### config.mk
export PLATFORM = sky130hd
export DESIGN_NAME = clamp_pulse_gen
export DESIGN_NICKNAME = d
export VERILOG_FILES = /design/src/rtl/clamp_pkg.sv /design/src/rtl/clamp_hedge.sv /design/src/rtl/clamp_place.sv /design/src/rtl/clamp_timer.sv /design/src/rtl/clamp_pulse_gen.sv
export SDC_FILE = /design/constraint.sdc
export NUM_CORES = 1
export LEC_CHECK = 0
export BUFFER_PORTS_ARGS = -buffer_cell sky130_fd_sc_hd__buf_2
export CAP_MARGIN = 20
export CORE_MARGIN = 2
export CORE_UTILIZATION = 45
export DETAILED_ROUTE_END_ITERATION = 7
export PLACE_DENSITY_LB_ADDON = 0.12
export SKIP_CTS_REPAIR_TIMING = 1
export SLEW_MARGIN = 5
export SYNTH_ARGS = -nofsm -noshare
export SYNTH_HDL_FRONTEND = slang
export SYNTH_SLANG_ARGS = --single-unit
### constraint.sdc
create_clock -name clk -period 2.8 [get_ports clk]
set_input_delay 0.42 -clock clk [delete_from_list [all_inputs] [get_ports clk]]
set_output_delay 0.42 -clock clk [all_outputs]
set_load 0.02 [all_outputs]
### src/rtl/clamp_pkg.sv
// Shared types for the line clamp pulse generator.
package clamp_pkg;
    // Line timer states
    typedef enum logic [1:0] {
        CT_IDLE   = 2'b00,
        CT_WAIT   = 2'b01,
        CT_ACTIVE = 2'b10
    } ctimer_e;

    // Select encodings (bit 1 set means automatic)
    localparam logic [1:0] POS_BACK = 2'b00;
    localparam logic [1:0] POS_SYNC = 2'b01;
endpackage

### src/rtl/clamp_hedge.sv
// Edge finder for horizontal drive.
// Assumes hd_i is already synchronous to clk; one register of history.
module clamp_hedge (
    input  logic clk,
    input  logic rst_n,
    input  logic hd_i,
    output logic rise_o,
    output logic fall_o
);
    logic hd_q;

    // Keep the previous sample of horizontal drive
    always_ff @(posedge clk) begin
        if (!rst_n) hd_q <= 1'b0;
        else        hd_q <= hd_i;
    end

    // Compare the current sample with the stored one
    always_comb begin
        rise_o = hd_i & ~hd_q;
        fall_o = ~hd_i & hd_q;
    end
endmodule

### src/rtl/clamp_place.sv
// Position resolver and vertical blanking qualifier.
// Chooses which horizontal edge starts the pulse, whether a falling
// edge truncates it, and whether output is blanked this cycle.
// Assumes all inputs are synchronous and stable around the clock edge.
module clamp_place
    import clamp_pkg::*;
(
    input  logic [1:0] pos_sel_i,
    input  logic       comp_seen_i,
    input  logic       video_seen_i,
    input  logic       vdrive_i,
    input  logic       sep_sync_i,
    input  logic       rise_i,
    input  logic       fall_i,
    output logic       trig_o,
    output logic       cut_o,
    output logic       blank_o
);
    logic in_sync;

    // Resolve forced or automatic position
    always_comb begin
        if (pos_sel_i[1])            in_sync = comp_seen_i & ~video_seen_i;
        else if (pos_sel_i == POS_SYNC) in_sync = 1'b1;
        else                         in_sync = 1'b0;
    end

    // Pick trigger edge, truncation and blanking
    always_comb begin
        trig_o  = in_sync ? rise_i : fall_i;
        cut_o   = in_sync & fall_i;
        blank_o = vdrive_i & ~sep_sync_i;
    end
endmodule

### src/rtl/clamp_timer.sv
// Per-line delay and width timer.
// A trigger always restarts the delay; cut abandons the line.
// delay_i is taken at the trigger, width_i when the delay ends.
module clamp_timer
    import clamp_pkg::*;
#(
    parameter int CNT_W = 8
) (
    input  logic             clk,
    input  logic             rst_n,
    input  logic             trig_i,
    input  logic             cut_i,
    input  logic [CNT_W-1:0] delay_i,
    input  logic [CNT_W-1:0] width_i,
    output logic             active_o
);
    localparam logic [CNT_W-1:0] ONE = {{(CNT_W-1){1'b0}}, 1'b1};

    ctimer_e          state;
    logic [CNT_W-1:0] cnt;

    // Sequence through delay and width for one line
    always_ff @(posedge clk) begin
        if (!rst_n) begin
            state <= CT_IDLE;
            cnt   <= '0;
        end else if (trig_i) begin
            state <= CT_WAIT;
            cnt   <= delay_i;
        end else if (cut_i) begin
            state <= CT_IDLE;
            cnt   <= '0;
        end else begin
            case (state)
                CT_WAIT: begin
                    if (cnt == '0) begin
                        if (width_i == '0) begin
                            state <= CT_IDLE;
                        end else begin
                            state <= CT_ACTIVE;
                            cnt   <= width_i - ONE;
                        end
                    end else begin
                        cnt <= cnt - ONE;
                    end
                end
                CT_ACTIVE: begin
                    if (cnt == '0) state <= CT_IDLE;
                    else           cnt   <= cnt - ONE;
                end
                default: begin
                    state <= CT_IDLE;
                    cnt   <= '0;
                end
            endcase
        end
    end

    // Pulse is the active state
    always_comb active_o = (state == CT_ACTIVE);
endmodule

### src/rtl/clamp_pulse_gen.sv
// Line clamp pulse generator top.
// Emits a delayed fixed-width pulse per line in the sync or back porch
// position, with blanking during vertical drive for non-separate sync.
// Assumes hdrive_i is cleaned, active high and synchronous to clk.
module clamp_pulse_gen #(
    parameter int CNT_W = 8
) (
    input  logic             clk,
    input  logic             rst_n,
    input  logic             hdrive_i,
    input  logic             vdrive_i,
    input  logic             sep_sync_i,
    input  logic             comp_seen_i,
    input  logic             video_seen_i,
    input  logic [1:0]       pos_sel_i,
    input  logic [CNT_W-1:0] width_i,
    input  logic [CNT_W-1:0] delay_i,
    output logic             clamp_p_o,
    output logic             clamp_n_o
);
    logic rise, fall, trig, cut, blank, active;

    clamp_hedge u_hedge (
        .clk    (clk),
        .rst_n  (rst_n),
        .hd_i   (hdrive_i),
        .rise_o (rise),
        .fall_o (fall)
    );

    clamp_place u_place (
        .pos_sel_i    (pos_sel_i),
        .comp_seen_i  (comp_seen_i),
        .video_seen_i (video_seen_i),
        .vdrive_i     (vdrive_i),
        .sep_sync_i   (sep_sync_i),
        .rise_i       (rise),
        .fall_i       (fall),
        .trig_o       (trig),
        .cut_o        (cut),
        .blank_o      (blank)
    );

    clamp_timer #(.CNT_W(CNT_W)) u_timer (
        .clk      (clk),
        .rst_n    (rst_n),
        .trig_i   (trig),
        .cut_i    (cut),
        .delay_i  (delay_i),
        .width_i  (width_i),
        .active_o (active)
    );

    // Gate the pulse and drive both polarities
    always_comb begin
        clamp_p_o = active & ~blank;
        clamp_n_o = ~clamp_p_o;
    end
endmodule

# Word level (Yosys, flattened, before mapping)
# Cells that the tools add are included.
# W data, S select, Z words.
[totals]
wordCells = 49
register_bits = 11
[op_classes]
reduce_logical = 6
eq_ne = 9
bitwise = 13
addsub = 2
mux = 15
[op_table]
columns = ["operator", "count"]
rows = [
  ["$mux W8", 5],
  ["$logic_not A8 Y1", 2],
  ["$pmux W8 S2", 1],
  ["$sub A8 B1 Y8 const B", 2],
  ["$ne A4 B3 Y1 const B", 2],
  ["$not A1 Y1", 7],
  ["$and A1 B1 Y1", 6],
  ["$mux W2", 3],
  ["$reduce_and A2 Y1", 3],
  ["$mux W1", 5],
  ["$ne A5 B5 Y1 const B", 1],
  ["$eq A2 B1 Y1 const B", 2],
  ["$ne A2 B1 Y1 const B", 2],
  ["$ne A4 B4 Y1 const B", 1],
  ["$pmux W2 S2", 1],
  ["$reduce_or A3 Y1", 1],
  ["$eq A2 B2 Y1 const B", 1],
]

# Logic depth before layout (Yosys ltp)
[logic_depth]
word_depth = 6
depth_mapped = 7
mapped_depth_nobuf = 7

# Cells and area by module
# From an unflattened synthesis, not the netlist that was laid out.
[unflattened]
cells_unflattened = 111
area_unflattened_um2 = 957.2
[by_module_without_submodules]
columns = ["mod", "n_inst", "cells_per_inst", "area_each_um2"]
rows = [
  ["clamp_timer", 1, 100, 855.8],
  ["clamp_place", 1, 5, 50.0],
  ["clamp_hedge", 1, 4, 38.8],
  ["clamp_pulse_gen", 1, 2, 12.5],
]

# Least setup slack after synthesis
# OpenSTA, ideal clock, no wires.
[synth_timing]
path_type = "input to register"
startpoint = "in width_i[0]"
endpoint = "reg u_timer.cnt[2]"
path_buffers = 0
slack_ns = 0.879
stages = 7
setup_time_ns = 0.117
arrival_time_ns = 1.804
path_cell_list = "inv_1 -> ha_1 -> nor3b_1 -> a41oi_1 -> or4_4 -> nand2_2 -> nor2_1"
[synth_via]
elab_chain_cells = 6
word_cells_on_any_way = 9
[synth_rtl]
columns = ["element", "line", "text"]
rows = [
  ["start, declared", "clamp_pulse_gen.sv:16", "input logic [CNT_W-1:0] width_i,"],
  ["$sub A8 B1 Y8", "clamp_timer.sv:41", "cnt <= width_i - ONE;"],
  ["$mux W8", "clamp_timer.sv:37", "if (width_i == '0) begin"],
  ["$mux W8", "clamp_timer.sv:36", "if (cnt == '0) begin"],
  ["$pmux W8 S2", "clamp_timer.sv:34", "case (state)"],
  ["$mux W8", "clamp_timer.sv:30", "end else if (cut_i) begin"],
  ["$mux W8", "clamp_timer.sv:27", "end else if (trig_i) begin"],
  ["end signal, assigned", "clamp_timer.sv:29", "cnt <= delay_i;"],
  ["end signal, assigned", "clamp_timer.sv:41", ""],
  ["end signal, assigned", "clamp_timer.sv:44", "cnt <= cnt - ONE;"],
  ["end, declared", "clamp_timer.sv:20", "logic [CNT_W-1:0] cnt;"],
]
# Several ways; a longest one is shown, not always the timed one. The select of a mux whose other input is x is not followed.
# A chain may end at the register's enable or synchronous reset.

# Worst setup path in the final report
[layout_timing]
startpoint = "in width_i[0]"
endpoint = "reg u_timer.cnt[7]"
# The elaborated chain is that of the path after synthesis.

==> summary.md <==
| Metric | Value |
|---|---|
| Die outline height | 48.8 um |
| Status | complete, no violations |
| Net load switching power | 0.131 mW |
| Final hold vios | 0 |
| RSZ-0062 raised after global routing | no |
| IO buf count | 26 |
| Comb power frac | 0.294 |
| Hold path endpoint | u_hedge.hd_q |
| Min Tclk post-route | 1910 ps |
| Leakage power | 0.447 nW |
| CP max-delay cell | or4_4 |
| Syn nets | 141 |
| Drt initial violations | 16 |
| Worst setup path startpoint | width_i[0] |
| Critical path data arrival time | 2070 ps |
| Worst Hold Launch | hdrive_i |
| Number of max-cap violations | 0 |
| CP top delay family | simple AND/OR/NAND/NOR gates |
| Aggregate global-route resource usage | 0.199 |
| TritonCTS buffer count | 3 |
| Routability-driven placement congestion ratio | 0.862 |
| Crit. path cell count | 8 |
| Critical-path cell list | buf_2 > inv_1 > ha_1 > nor3b_1 > a41oi_1 > or4_4 > nand2_2 > a31oi_2 |
| Hold Path Class | input port to flip-flop |
| Setup crit start kind | input port |
| Fin crit share | 0.682 |
| TNS Setup | 0 ps |
| Worst R2R Setup Slack | 890 ps |
| Synth Area per Inst | 8.13 um2 |
| Total Wirelength | 2230 um |
| Die X | 48.8 um |
| First-pass GRT wire length | 3730 um |
| Post-layout util | 0.566 |
| Hold path cells | 2 |
| Worst flop-to-flop path endpoint | u_timer.cnt[7] |
| Sink Count | 11 |
| Slew @ Worst Pin | 747 ps |
| Synth warn | 0 |
| Worst path buffer plus inverter count | 2 |
| Core Area | 0.00192 mm2 |
| Overflow after GRT | 0 |
| Commonest non-fill, non-tap cell in the layout | buf_2 |
| Most frequent cells in the layout | buf_2 (26), inv_1 (11), dfxtp_1 (11), nor2_1 (10), xnor2_1 (9) |
| Slowest stage delay, CP | 600 ps |
| Die area | 0.00238 mm2 |
| I/O pin cnt | 27 |
| Internal power | 0.272 mW |
| CTS Buffer Depth | 2 |
| CTS tree | built |
| Post-synthesis instance total | 111 |
| Share of cells above drive strength 1 | 0.264 |
| Seq pwr share | 0.420 |
| Drt drc | 0 |
| Initial Util | 0.469 |
| WL/cell | 13.3 um |
| H-tree levels | 1 |
| Power density cells | 370 mW/mm2 |
| Vias in the first global route | 890 |
| Clk slew on worst S/H paths | 80 ps |
| P&R area growth vs syn | 20.7% |
| # nets final | 171 |
| Initial antenna violation count | 0 |
| Synthesized flop and latch total | 11 |
| Diodes inserted | 0 |
| Worst VDD drop | 0.270 mV |
| Critical Path Fanout Max | 6 |
| Worst r2r path cells | 5 |
| Clock share of power | 0.286 |
| Slew Limit Fails | 0 |
| Worst Setup Path Type | input port to flip-flop |
| Fmax | 0.524 GHz |
| Routed Antenna Nets | 0 |
| CTS root buf | clkbuf_4 |
| Net Sw Frac | 0.324 |
| Detailed placement HPWL | 1760 um |
| Endpoints failing setup | 0 |
| Clock Skew | 4.63 ps |
| Slew headroom | 0.498 |
| First drt pass iteration count | 5 |
| Largest net degree at the start of global routing | 10 |
| Syn Std Cell Area | 902 um2 |
| Via Count | 916 |
| Netlist cell types | 35 |
| WP data required | 2960 ps |
| Register area share after synthesis | 0.244 |
| Clk_lat worst skew | 270 ps |
| Setup crit end kind | flip-flop |
| Crit Reg-Reg Startpoint | u_timer.cnt[4] |
| Vias per cell | 5.49 |
| Core Rows | 16 |
-- cell families after synthesis --
kind of cell | synth area share
adders and majority gates | 0.0693
xor gates and xnor gates | 0.117
muxes | 0.0111
DFF | 0.244
buffers and inverters | 0.0499
and+or+nand+nor | 0.325
AOI/OAI and AO/OA | 0.184
-- worst max path at each step --
stage,end
6_report,u_timer.cnt[7]
2_1_floorplan,u_timer.cnt[2]
4_1_cts,u_timer.cnt[7]
3_3_place_gp,u_timer.cnt[3]
3_5_place_dp,u_timer.cnt[7]
5_1_grt,u_timer.cnt[2]
-- metal layers --
| metal | share of wire | global-route usage |
|---|---|---|
| met5 | 0 | 0 |
| met1 | 0.44 | 0.228 |
| met4 | 0.012 | 0.0714 |
| met2 | 0.52 | 0.379 |
| met3 | 0.034 | 0.0215 |
-- final cells by class --
type | count | area [um2]
Clock buffer | 4 | 26.3
Fill cell | 211 | 833
Inverter | 11 | 41.3
Multi-Input combinational cell | 88 | 637
Sequential cell | 11 | 220
Tap cell | 27 | 33.8
Timing Repair Buffer | 26 | 130
-- sequential cells by signal (all words and copies together) (netlist names) --
name           count
u_timer.state      2
u_timer.cnt        8
u_hedge.hd_q       1
-- per-stage QoR --
stage / std cells / area (um2) / hold slack [ps] / power [mW] / setup slack [ps]
after detailed placement: 163 / 1060 / 539 / 0.290 / 588
after global routing: 167 / 1090 / 391 / 0.427 / 780
after global placement: 163 / 1060 / 536 / 0.288 / 654
final: 167 / 1090 / 378 / 0.403 / 890
after floorplan: 111 / 902 / 504 / 0.249 / 879
after CTS: 167 / 1090 / 382 / 0.404 / 884
-- power by group through the flow --
stage | clock network (mW) | logic (mW) | registers, mW
after floorplan | 0 | 0.0773 | 0.171
after CTS | 0.116 | 0.118 | 0.169
after detailed placement | 0 | 0.117 | 0.173
after global placement | 0 | 0.115 | 0.173
after global routing | 0.125 | 0.131 | 0.170
final | 0.115 | 0.118 | 0.169
-- Yosys cell counts, drive strengths merged --
library cell  count  share of area
and2              1         0.0069
nand2             7          0.032
nor3b             2          0.017
nor2             10          0.042
or4               2          0.025
a31o              1         0.0097
nor2b             2          0.014
nand4             1          0.014
nand3b            1         0.0083
a31oi             4          0.035
o22ai             5          0.035
clkbuf            1         0.0042
mux2i             1          0.011
or3               7          0.049
or4b              1          0.011
nor3              5          0.028
inv              11          0.046
a41o              1          0.011
a41oi             1         0.0097
o21ai             4          0.022
a32oi             1         0.0097
nand2b            2          0.014
a22oi             4          0.033
xnor2             9          0.087
dfxtp            11           0.24
ha                5          0.069
a21oi             2          0.011
nor4              2          0.047
xor2              3          0.029
nand3             2          0.011
and3              1         0.0069
o21a              1         0.0083
No activity file was read; power rests on OpenSTA's default activity.
